### src/rtl/lcdSeqPkg.sv
package lcdSeqPkg;

  localparam int CFG_W   = 7;
  localparam int NUM_COM = 4;

  localparam logic [1:0] LVL_GND = 2'd0;
  localparam logic [1:0] LVL_LO  = 2'd1;
  localparam logic [1:0] LVL_HI  = 2'd2;
  localparam logic [1:0] LVL_TOP = 2'd3;

  // Sequencer state handed from control to datapath
  typedef struct packed {
    logic       enable;
    logic       third;     // 1/3 bias when set, else 1/2
    logic       isStatic;
    logic [2:0] slotCount;
    logic [1:0] slot;
    logic       phase;     // 0 = first half-slot, 1 = second
    logic       blinkOff;
  } seqState_t;

  function automatic logic [2:0] slotsForMode(input logic [2:0] mode);
    case (mode)
      3'b000:  return 3'd4;
      3'b001:  return 3'd3;
      3'b010:  return 3'd2;
      3'b011:  return 3'd3;
      default: return 3'd1;
    endcase
  endfunction

endpackage

### src/rtl/lcdSeqCtrl.sv
module lcdSeqCtrl
  import lcdSeqPkg::*;
#(
  parameter int DIV_BASE_LOG2   = 9,
  parameter int BLINK_FAST_HALF = 16384,
  parameter int BLINK_SLOW_HALF = 32768
) (
  input  logic             clk,
  input  logic             rstN,
  input  logic             refTick,
  input  logic             cfgWe,
  input  logic [CFG_W-1:0] cfgWrData,
  output logic [CFG_W-1:0] cfgQ,
  output seqState_t        st
);

  localparam int DIV_W   = DIV_BASE_LOG2 + 1;
  localparam int BLINK_W = $clog2(BLINK_SLOW_HALF) + 1;

  logic [1:0]         clkSel;
  logic [2:0]         mode;
  logic               enable;
  logic               rateSlow;
  logic [DIV_W-1:0]   divCnt;
  logic [DIV_W-1:0]   divLimit;
  logic [BLINK_W-1:0] blinkCnt;
  logic [BLINK_W-1:0] blinkLimit;
  logic [2:0]         slotCount;
  logic [2:0]         lastSlotWide;
  logic [1:0]         lastSlot;
  logic [1:0]         slot;
  logic               phase;
  logic               blinkOff;
  logic               advance;

  assign clkSel   = cfgQ[1:0];
  assign mode     = cfgQ[4:2];
  assign enable   = cfgQ[5];
  assign rateSlow = cfgQ[6];

  always_ff @(posedge clk) begin
    if (!rstN)      cfgQ <= '0;
    else if (cfgWe) cfgQ <= cfgWrData;
  end

  assign divLimit     = DIV_W'((32'd1 << (DIV_BASE_LOG2 - 32'(clkSel))) - 32'd1);
  assign blinkLimit   = rateSlow ? BLINK_W'(BLINK_SLOW_HALF - 1) : BLINK_W'(BLINK_FAST_HALF - 1);
  assign slotCount    = slotsForMode(mode);
  assign lastSlotWide = slotCount - 3'd1;
  assign lastSlot     = lastSlotWide[1:0];
  assign advance      = refTick && (divCnt >= divLimit);

  // Half-slot sequencer
  always_ff @(posedge clk) begin
    if (!rstN || !enable) begin
      divCnt <= '0;
      slot   <= '0;
      phase  <= 1'b0;
    end else if (slot > lastSlot) begin
      slot <= '0;   // mode shrank under a running sequence
    end else if (refTick) begin
      if (advance) begin
        divCnt <= '0;
        phase  <= ~phase;
        if (phase) slot <= (slot == lastSlot) ? 2'd0 : slot + 2'd1;
      end else begin
        divCnt <= divCnt + DIV_W'(1);
      end
    end
  end

  // Blink timer
  always_ff @(posedge clk) begin
    if (!rstN || !enable) begin
      blinkCnt <= '0;
      blinkOff <= 1'b0;
    end else if (refTick) begin
      if (blinkCnt >= blinkLimit) begin
        blinkCnt <= '0;
        blinkOff <= ~blinkOff;
      end else begin
        blinkCnt <= blinkCnt + BLINK_W'(1);
      end
    end
  end

  always_comb begin
    st.enable    = enable;
    st.third     = (mode == 3'b000) || (mode == 3'b001);
    st.isStatic  = (slotCount == 3'd1);
    st.slotCount = slotCount;
    st.slot      = slot;
    st.phase     = phase;
    st.blinkOff  = blinkOff;
  end

  // without a reference pulse the waveform position does not move
  p_hold_no_tick_r1: assert property (@(posedge clk) disable iff (!rstN)
    (enable && !refTick && slot <= lastSlot && !cfgWe) |=> ($stable(phase) && $stable(slot)));

  // the blink phase only changes on a reference pulse
  p_blink_tick_r8: assert property (@(posedge clk) disable iff (!rstN)
    (enable && !refTick && !cfgWe) |=> $stable(blinkOff));

  // a disabled display restarts from the first half of slot 0
  p_restart_r7: assert property (@(posedge clk) disable iff (!rstN)
    !enable |=> (!phase && slot == 2'd0 && !blinkOff));

endmodule

### src/rtl/lcdSeqDatapath.sv
module lcdSeqDatapath
  import lcdSeqPkg::*;
#(
  parameter int NUM_SEG  = 8,
  parameter int ADDR_W   = 6,
  parameter int SEG_BASE = 16
) (
  input  logic                 clk,
  input  logic                 rstN,
  input  logic                 wrEn,
  input  logic [ADDR_W-1:0]    wrAddr,
  input  logic [7:0]           wrData,
  input  logic [ADDR_W-1:0]    rdAddr,
  input  logic [CFG_W-1:0]     cfgQ,
  input  seqState_t            st,
  output logic [7:0]           rdData,
  output logic [2*NUM_COM-1:0] comOut,
  output logic [2*NUM_SEG-1:0] segOut,
  output logic                 vlcEn
);

  logic [7:0]         segWord [NUM_SEG];
  logic [NUM_COM-1:0] comAtTop;

  genvar gi;
  generate
    for (gi = 0; gi < NUM_SEG; gi++) begin : g_store
      always_ff @(posedge clk) begin
        if (!rstN) segWord[gi] <= '0;
        else if (wrEn && wrAddr == ADDR_W'(SEG_BASE + gi)) segWord[gi] <= wrData;
      end
    end
  endgenerate

  always_comb begin
    rdData = '0;
    if (rdAddr == '0) rdData = {1'b0, cfgQ};
    for (int i = 0; i < NUM_SEG; i++)
      if (rdAddr == ADDR_W'(SEG_BASE + i)) rdData = segWord[i];
  end

  assign vlcEn = st.enable;

  // COM lines
  generate
    for (gi = 0; gi < NUM_COM; gi++) begin : g_com
      logic [1:0] lvl;
      always_comb begin
        if (!st.enable) begin
          lvl = LVL_GND;
        end else if (st.isStatic) begin
          lvl = (gi == 0) ? (st.phase ? LVL_GND : LVL_TOP) : LVL_GND;
        end else if (st.slot == 2'(gi)) begin
          lvl = st.phase ? LVL_GND : LVL_TOP;
        end else if (st.third) begin
          lvl = st.phase ? LVL_HI : LVL_LO;
        end else begin
          lvl = LVL_LO;
        end
      end
      assign comOut[2*gi +: 2] = lvl;
      assign comAtTop[gi]      = (lvl == LVL_TOP);
    end
  endgenerate

  // SEG lines
  generate
    for (gi = 0; gi < NUM_SEG; gi++) begin : g_seg
      logic       pixOn;
      logic [1:0] lvl;
      assign pixOn = segWord[gi][st.slot] && !(segWord[gi][4 + st.slot] && st.blinkOff);
      always_comb begin
        if (!st.enable)    lvl = LVL_GND;
        else if (st.third) lvl = st.phase ? (pixOn ? LVL_TOP : LVL_LO) : (pixOn ? LVL_GND : LVL_HI);
        else               lvl = st.phase ? (pixOn ? LVL_TOP : LVL_GND) : (pixOn ? LVL_GND : LVL_TOP);
      end
      assign segOut[2*gi +: 2] = lvl;
    end
  endgenerate

  // a disabled display drives every line to ground
  p_dark_when_off_r7: assert property (@(posedge clk) disable iff (!rstN)
    !st.enable |-> (comOut == '0 && segOut == '0 && !vlcEn));

  // at most one COM line is at full scale at any time
  p_one_top_com_r6: assert property (@(posedge clk) disable iff (!rstN)
    $onehot0(comAtTop));

  // in static drive COM0 only swings between the rails
  p_static_rails_r5: assert property (@(posedge clk) disable iff (!rstN)
    (st.enable && st.isStatic) |-> (comOut[1:0] == LVL_GND || comOut[1:0] == LVL_TOP));

  // at 1/2 bias no line uses the high intermediate level
  p_half_levels_r4: assert property (@(posedge clk) disable iff (!rstN)
    (st.enable && !st.third) |-> (comOut[1:0] != LVL_HI && segOut[1:0] != LVL_HI));

endmodule

### src/rtl/lcdWaveSeq.sv
module lcdWaveSeq
  import lcdSeqPkg::*;
#(
  parameter int NUM_SEG         = 8,
  parameter int ADDR_W          = 6,
  parameter int SEG_BASE        = 16,
  parameter int DIV_BASE_LOG2   = 9,
  parameter int BLINK_FAST_HALF = 16384,
  parameter int BLINK_SLOW_HALF = 32768
) (
  input  logic                 clk,
  input  logic                 rstN,
  input  logic                 refTick,
  input  logic                 wrEn,
  input  logic [ADDR_W-1:0]    wrAddr,
  input  logic [7:0]           wrData,
  input  logic [ADDR_W-1:0]    rdAddr,
  output logic [7:0]           rdData,
  output logic [7:0]           comOut,
  output logic [2*NUM_SEG-1:0] segOut,
  output logic                 vlcEn
);

  logic             cfgWe;
  logic [CFG_W-1:0] cfgQ;
  seqState_t        st;

  assign cfgWe = wrEn && (wrAddr == '0);

  lcdSeqCtrl #(
    .DIV_BASE_LOG2  (DIV_BASE_LOG2),
    .BLINK_FAST_HALF(BLINK_FAST_HALF),
    .BLINK_SLOW_HALF(BLINK_SLOW_HALF)
  ) ctrl_i (
    .clk      (clk),
    .rstN     (rstN),
    .refTick  (refTick),
    .cfgWe    (cfgWe),
    .cfgWrData(wrData[CFG_W-1:0]),
    .cfgQ     (cfgQ),
    .st       (st)
  );

  lcdSeqDatapath #(
    .NUM_SEG (NUM_SEG),
    .ADDR_W  (ADDR_W),
    .SEG_BASE(SEG_BASE)
  ) dp_i (
    .clk   (clk),
    .rstN  (rstN),
    .wrEn  (wrEn),
    .wrAddr(wrAddr),
    .wrData(wrData),
    .rdAddr(rdAddr),
    .cfgQ  (cfgQ),
    .st    (st),
    .rdData(rdData),
    .comOut(comOut),
    .segOut(segOut),
    .vlcEn (vlcEn)
  );

endmodule

### config.mk
export PLATFORM = sky130hd
export DESIGN_NAME = lcdWaveSeq
export DESIGN_NICKNAME = d
export VERILOG_FILES = /design/src/rtl/lcdSeqPkg.sv /design/src/rtl/lcdSeqCtrl.sv /design/src/rtl/lcdSeqDatapath.sv /design/src/rtl/lcdWaveSeq.sv
export SDC_FILE = /design/constraint.sdc
export NUM_CORES = 1
export LEC_CHECK = 0
export ABC_CLOCK_PERIOD_IN_PS = 6400
export BUFFER_PORTS_ARGS = -buffer_cell sky130_fd_sc_hd__buf_2
export CELL_PAD_IN_SITES_DETAIL_PLACEMENT = 1
export CELL_PAD_IN_SITES_GLOBAL_PLACEMENT = 1
export CORE_ASPECT_RATIO = 1.5
export CORE_MARGIN = 8
export CORE_UTILIZATION = 45
export CTS_BUF_LIST = sky130_fd_sc_hd__clkbuf_4 sky130_fd_sc_hd__clkbuf_8 sky130_fd_sc_hd__clkbuf_16
export DETAILED_ROUTE_END_ITERATION = 10
export PLACE_DENSITY_LB_ADDON = 0.1
export SLEW_MARGIN = 20
export SYNTH_ARGS = -nofsm -noshare
export SYNTH_HDL_FRONTEND = slang
export SYNTH_SLANG_ARGS = --single-unit
### constraint.sdc
create_clock -name clk -period 6.4 [get_ports clk]
set_clock_uncertainty 0.05 [all_clocks]
set_input_delay 0.64 -clock clk [delete_from_list [all_inputs] [get_ports clk]]
set_output_delay 0.64 -clock clk [all_outputs]
set_load 0.01 [all_outputs]
# Yosys cells after proc, flatten, opt, wreduce, memory -nomap -nowiden
# Memories as Yosys holds them, arrays and structs flattened.
# Cells that the tools add are included.
[word_totals]
register_bits = 37
mem_bits_rw = 64
in_bits = 24
output_inout_bits = 33
memories = 1
[mem_list]
columns = ["name", "depth", "word_bits", "read_ports", "rd_clocked_by_memory_dff", "wr", "line_no", "source"]
rows = [
  ["dp_i.segWord", 8, 8, 8, 0, 8, "lcdSeqDatapath.sv:22", "logic [7:0] segWord [NUM_SEG];"],
]
[op_classes]
add_sub_neg = 7
n_lt_le_gt_ge = 5
n_eq_ne = 24
shift = 1
mux = 158
bitwise_logic = 11
reduce_logical = 48
[op_table]
columns = ["operator", "count"]
rows = [
  ["$mux 2", 80],
  ["$mux 8", 16],
  ["$eq 6x5->1 const B", 16],
  ["$mux 1", 41],
  ["$lt 32x4->1 const B", 1],
  ["$shl 1x32->10 const A", 1],
  ["$logic_and 1x1->1", 26],
  ["$bmux 1 s3", 8],
  ["$add 16x1->16 const B", 1],
  ["$bmux 1 s2", 8],
  ["$ge 16x16->1", 1],
  ["$mux 16", 1],
  ["$mux 15", 1],
  ["$logic_not 6->1", 2],
  ["$add 10x1->10 const B", 1],
  ["$ge 10x10->1", 1],
  ["$logic_not 1->1", 10],
  ["$mux 10", 1],
  ["$sub 10x1->10 const B", 1],
  ["$pmux 3 s3", 1],
  ["$or 1x1->1", 8],
  ["$mux 7", 1],
  ["$eq 3x1->1 const B", 2],
  ["$eq 3x2->1 const B", 2],
  ["other kinds (16)", 23],
]

# Logic depth before layout (Yosys ltp)
[depth]
word_depth = 10
mapped_depth = 9

# Modules after synthesis
# Synthesis repeated with hierarchy kept, for this count alone.
[hier_totals]
cells_unflattened = 593
area_unflattened_um2 = 6127.1
[by_module_without_submodules]
columns = ["mod", "n_inst", "cells_per_inst", "area_each_um2", "seq_area_each_um2"]
rows = [
  ["lcdSeqDatapath", 1, 359, 4053.9, 1921.8],
  ["lcdSeqCtrl", 1, 232, 2050.7, 740.7],
  ["lcdWaveSeq", 1, 2, 22.5, 0.0],
]

# Worst setup path before layout
# OpenSTA, ideal clock, no wires.
[synth_timing]
path_kind = "input -> output"
start = "input port rdAddr[1]"
end = "output port rdData[3]"
arrival_time_ns = 1.884
required_ns = 5.710
setup_slack_ns = 3.826
path_stages = 5
cell_sequence = "or4_1 -> nor3_2 -> nand2_1 -> a22oi_1 -> o32a_1"
[synth_between]
elab_chain_cells = 10
[synth_rtl]
columns = ["element", "line_no", "source"]
rows = [
  ["from (decl)", "lcdWaveSeq.sv:17", "input logic [ADDR_W-1:0] rdAddr,"],
  ["$logic_not 6->1", "lcdSeqDatapath.sv:37", "if (rdAddr == '0) rdData = {1'b0, cfgQ};"],
  ["$mux 7", "lcdSeqDatapath.sv:37", ""],
  ["$mux 8 (7 in series)", "lcdSeqDatapath.sv:39", "if (rdAddr == ADDR_W'(SEG_BASE + i)) rdData = segWord[i];"],
  ["$mux 8 *", "lcdSeqDatapath.sv:39", ""],
  ["to (decl)", "lcdWaveSeq.sv:18", "output logic [7:0] rdData,"],
]
# Every way passes the cells marked *; elsewhere a longest branch is shown, timed or not.

# Final worst setup path
[layout_timing]
start = "input port rdAddr[0]"
end = "output port rdData[2]"
# Same word-level chain as after synthesis.

==> key figures <==
Status
  • Status: finished, final reports clean

Yosys
  • Post-synth EDFFs: 64
  • Dominant cell type by area after synthesis: edfxtp_1
  • Ys async rst share: 0
  • Post-Synthesis Cells: ~630
  • Syn avg cell area: 9.868 sq um
  • Ys Warns: 0
  • Synth top area share: 0.3096
  • Synth top area cells: edfxtp_1 31%, dfxtp_1 12%, and2_1 8.3%, mux2i_1 7.6%, nor2_1 3.4%
  • Main synth FF type: edfxtp_1
  • Count leader, synth: and2_1
  • Sequential area share after synthesis: 0.4289
  • Top cells by count, synth: 82 x and2_1, 64 x edfxtp_1, 57 x nor2_1
  • Synthesized area: about 0.0062 sq mm
  • Synth cell types: 70
  • Flops & latches, synth: slightly above 100

GRT
  • Initial antenna violation count: 0
  • Remaining global-route overflow: 0
  • Vias in the first global route: ~5.5k
  • Total GRT Usage: 0.2279
  • First-pass GRT wire length: ~31 mm
  • Pin count of the biggest net entering global routing: 40

Cells and area
  • Fillcell total: 1516
  • Design Area, Final: about 0.007 sq mm
  • Final antenna diode count: 0
  • Nets: 717
  • Share of layout cells above drive strength 1: 0.1525
  • Layout area overhead: 11.47%

Route
  • Post-route DRC violation count: 0
  • DRT iter0 DRCs: 313
  • Post-route antenna net violation count: 0
  • Via count: between 5k and 6k
  • WL per Instance: roughly 24 um
  • Final WL: approximately 20 mm
  • Vias/cell: between 6 and 7
  • Pre-antenna DRT Iters: 4

Setup path
  • Crit Path Class: input pin to output port
  • Delay-heaviest family, CP: simple AND/OR/NAND/NOR gates
  • Worst EP arrival: roughly 2.7 ns
  • Cell Chain, Critical Path: buf_2, or4_1, nor3_2, nand2_1, a22oi_1, o32a_1, buf_2
  • Worst r2r src: ctrl_i.cfgQ[3]
  • Slowest cell delay on critical path: between 0.6 and 0.7 ns
  • Crit end category: output port
  • Buf+Inv Stages, Crit Path: 2
  • Worst path required time: 5.71 ns
  • Crit path from: rdAddr[0]
  • Crit path launch type: input pin
  • CP dominant cell by count: buf_2
  • Worst-path maximum fanout: 39
  • Worst path slowest cell: or4_1

Floorplanning
  • Die X: 111.9 um
  • # rows: 52
  • Ports: 57
  • Die area: between 0.015 and 0.02 sq mm
  • Die outline height: about 160 um
  • Initial Util: 0.4609
  • Core ar.: around 0.013 sq mm

STA
  • RSZ-0062 raised after global routing: false
  • Highest Clock Rate: 296.8 MHz
  • Worst-Margin Slew: about 1.1 ns
  • Setup TNS: 0 ns
  • Rel. slew slack: 0.2786
  • Setup violators final: 0
  • Minimum clock period: approximately 3.4 ns
  • Max Slew Vio Count: 0
  • Tcrit/Tclk final: 0.5264
  • Final Hold Violating Endpoints: 0

Pwr
  • LEAKAGE: roughly 2.6 nW
  • Cell area power density: roughly 200 mW/mm^2
  • Max IR drop VDD: 0.1609 mV

Clock network
  • Post-CTS setup repair buffer count: 0
  • Clk slew on worst S/H paths: about 0.070 ns
  • H-tree depth: 3
  • Hold_buf cts: 0
  • CTS tree: done
  • CTS root buf: clkbuf_16
  • Clock buffer depth: 2
  • CTS sink cnt: just over 100
  • CTS resizes: 0
  • Clock latency on the worst-skew pair: between 0.3 and 0.4 ns
  • CTS buffer count: 9

Placed design
  • Placed Instance Area: ~0.0066 sq mm
  • Final GP Congestion: between 0.9 and 1
  • Hpwl dp: 15.47 mm
  • IO buf count: 56

Flow run
  • Max Cap Violations: 0

Worst hold path
  • Worst min path class: register to register
  • Min-delay src: ctrl_i.blinkCnt[15]
-- kinds of logic after synthesis --
| logic type | share of synthesized area |
|---|---|
| fa+ha+maj | 0.03225 |
| buf+inv | 0.02681 |
| compound gates | 0.1486 |
| flops | 0.4289 |
| other cells | 0.0006041 |
| xor+xnor | 0.03951 |
| mux | 0.1012 |
| simple gates | 0.2221 |
-- routing by layer --
layer,wire (um),track usage
met2,11000,0.4396
met1,7217,0.2234
met4,886,0.1262
met5,0,0
met3,737,0.03737
-- state kept, by name (all words and copies together), names as in the netlist --
register         cells
dp_i.segWord        64
ctrl_i.slot          2
ctrl_i.blinkCnt     16
ctrl_i.cfgQ          7
ctrl_i.phase         1
ctrl_i.blinkOff      1
ctrl_i.divCnt       10
-- area by class of cell --
class	count	area [sq um]	area share
clock buffer	9	225.2	0.03255
clock inverter	7	55.05	0.007957
multi-input combinational	489	3391	0.4901
sequential	101	2664	0.3850
tap	162	202.7	0.02929
inverter	13	48.80	0.007052
timing repair buffer	63	332.8	0.04810
-- power breakdown --
part / internal, W / switching [W]
registers: 0.000714 / 0.0000217
clock network: 0.000270 / 0.000260
logic: 0.0000396 / 0.0000678
-- per-stage QoR --
| stage | hold WS [ns] | std cells | worst slack, ns | util | power, W |
|---|---|---|---|---|---|
| floorplan | 0.3663 | 631 | 3.826 | - | 0.0008006 |
| global placement | 0.3762 | 828 | 3.108 | 0.4925 | 0.0008521 |
| detailed placement | 0.4004 | 828 | 3.064 | 0.4928 | 0.0008569 |
| CTS | 0.4031 | 844 | 2.894 | 0.5137 | 0.001384 |
| global route | 0.4336 | 844 | 2.880 | 0.5138 | 0.001415 |
| finish | 0.3947 | 844 | 3.031 | 0.5138 | 0.001373 |
-- layout by cell type (no fill, tap or decap), types with 7 or more instances in the layout --
cell / netlist / routed
mux2_2: 8 / 8
inv_1: 11 / 11
xor2_1: 10 / 10
nor2_1: 57 / 57
nand4_1: 9 / 9
edfxtp_1: 64 / 64
a21oi_1: 15 / 15
nand2b_1: 7 / 7
nand2_1: 37 / 37
clkbuf_16: 0 / 9
mux2i_1: 47 / 47
xnor2_1: 18 / 18
a22oi_1: 14 / 14
nor3_1: 9 / 9
a21boi_0: 27 / 27
o21ai_0: 29 / 26
nand3_1: 14 / 14
ha_1: 16 / 16
dfxtp_1: 37 / 36
buf_2: 10 / 56
buf_4: 0 / 7
and2_1: 82 / 82
-- final timing paths --
kind | end | slack (ns) | cells after the start
worst max-delay path | rdData[2] | 3.03 | 7
worst min-delay path | ctrl_i.blinkCnt[15] | 0.39 | 2
worst max register to register | ctrl_i.divCnt[9] | 3.69 | 7
worst min register to register | ctrl_i.blinkCnt[15] | 0.39 | 2
-- tightest hold or removal path, cell delays in order, from the launching register on --
cell and delay (ns):
dfxtp_1 0.31, nand2_1 0.05, nand2_1 0.04
No activity file was read; power rests on OpenSTA's default activity.
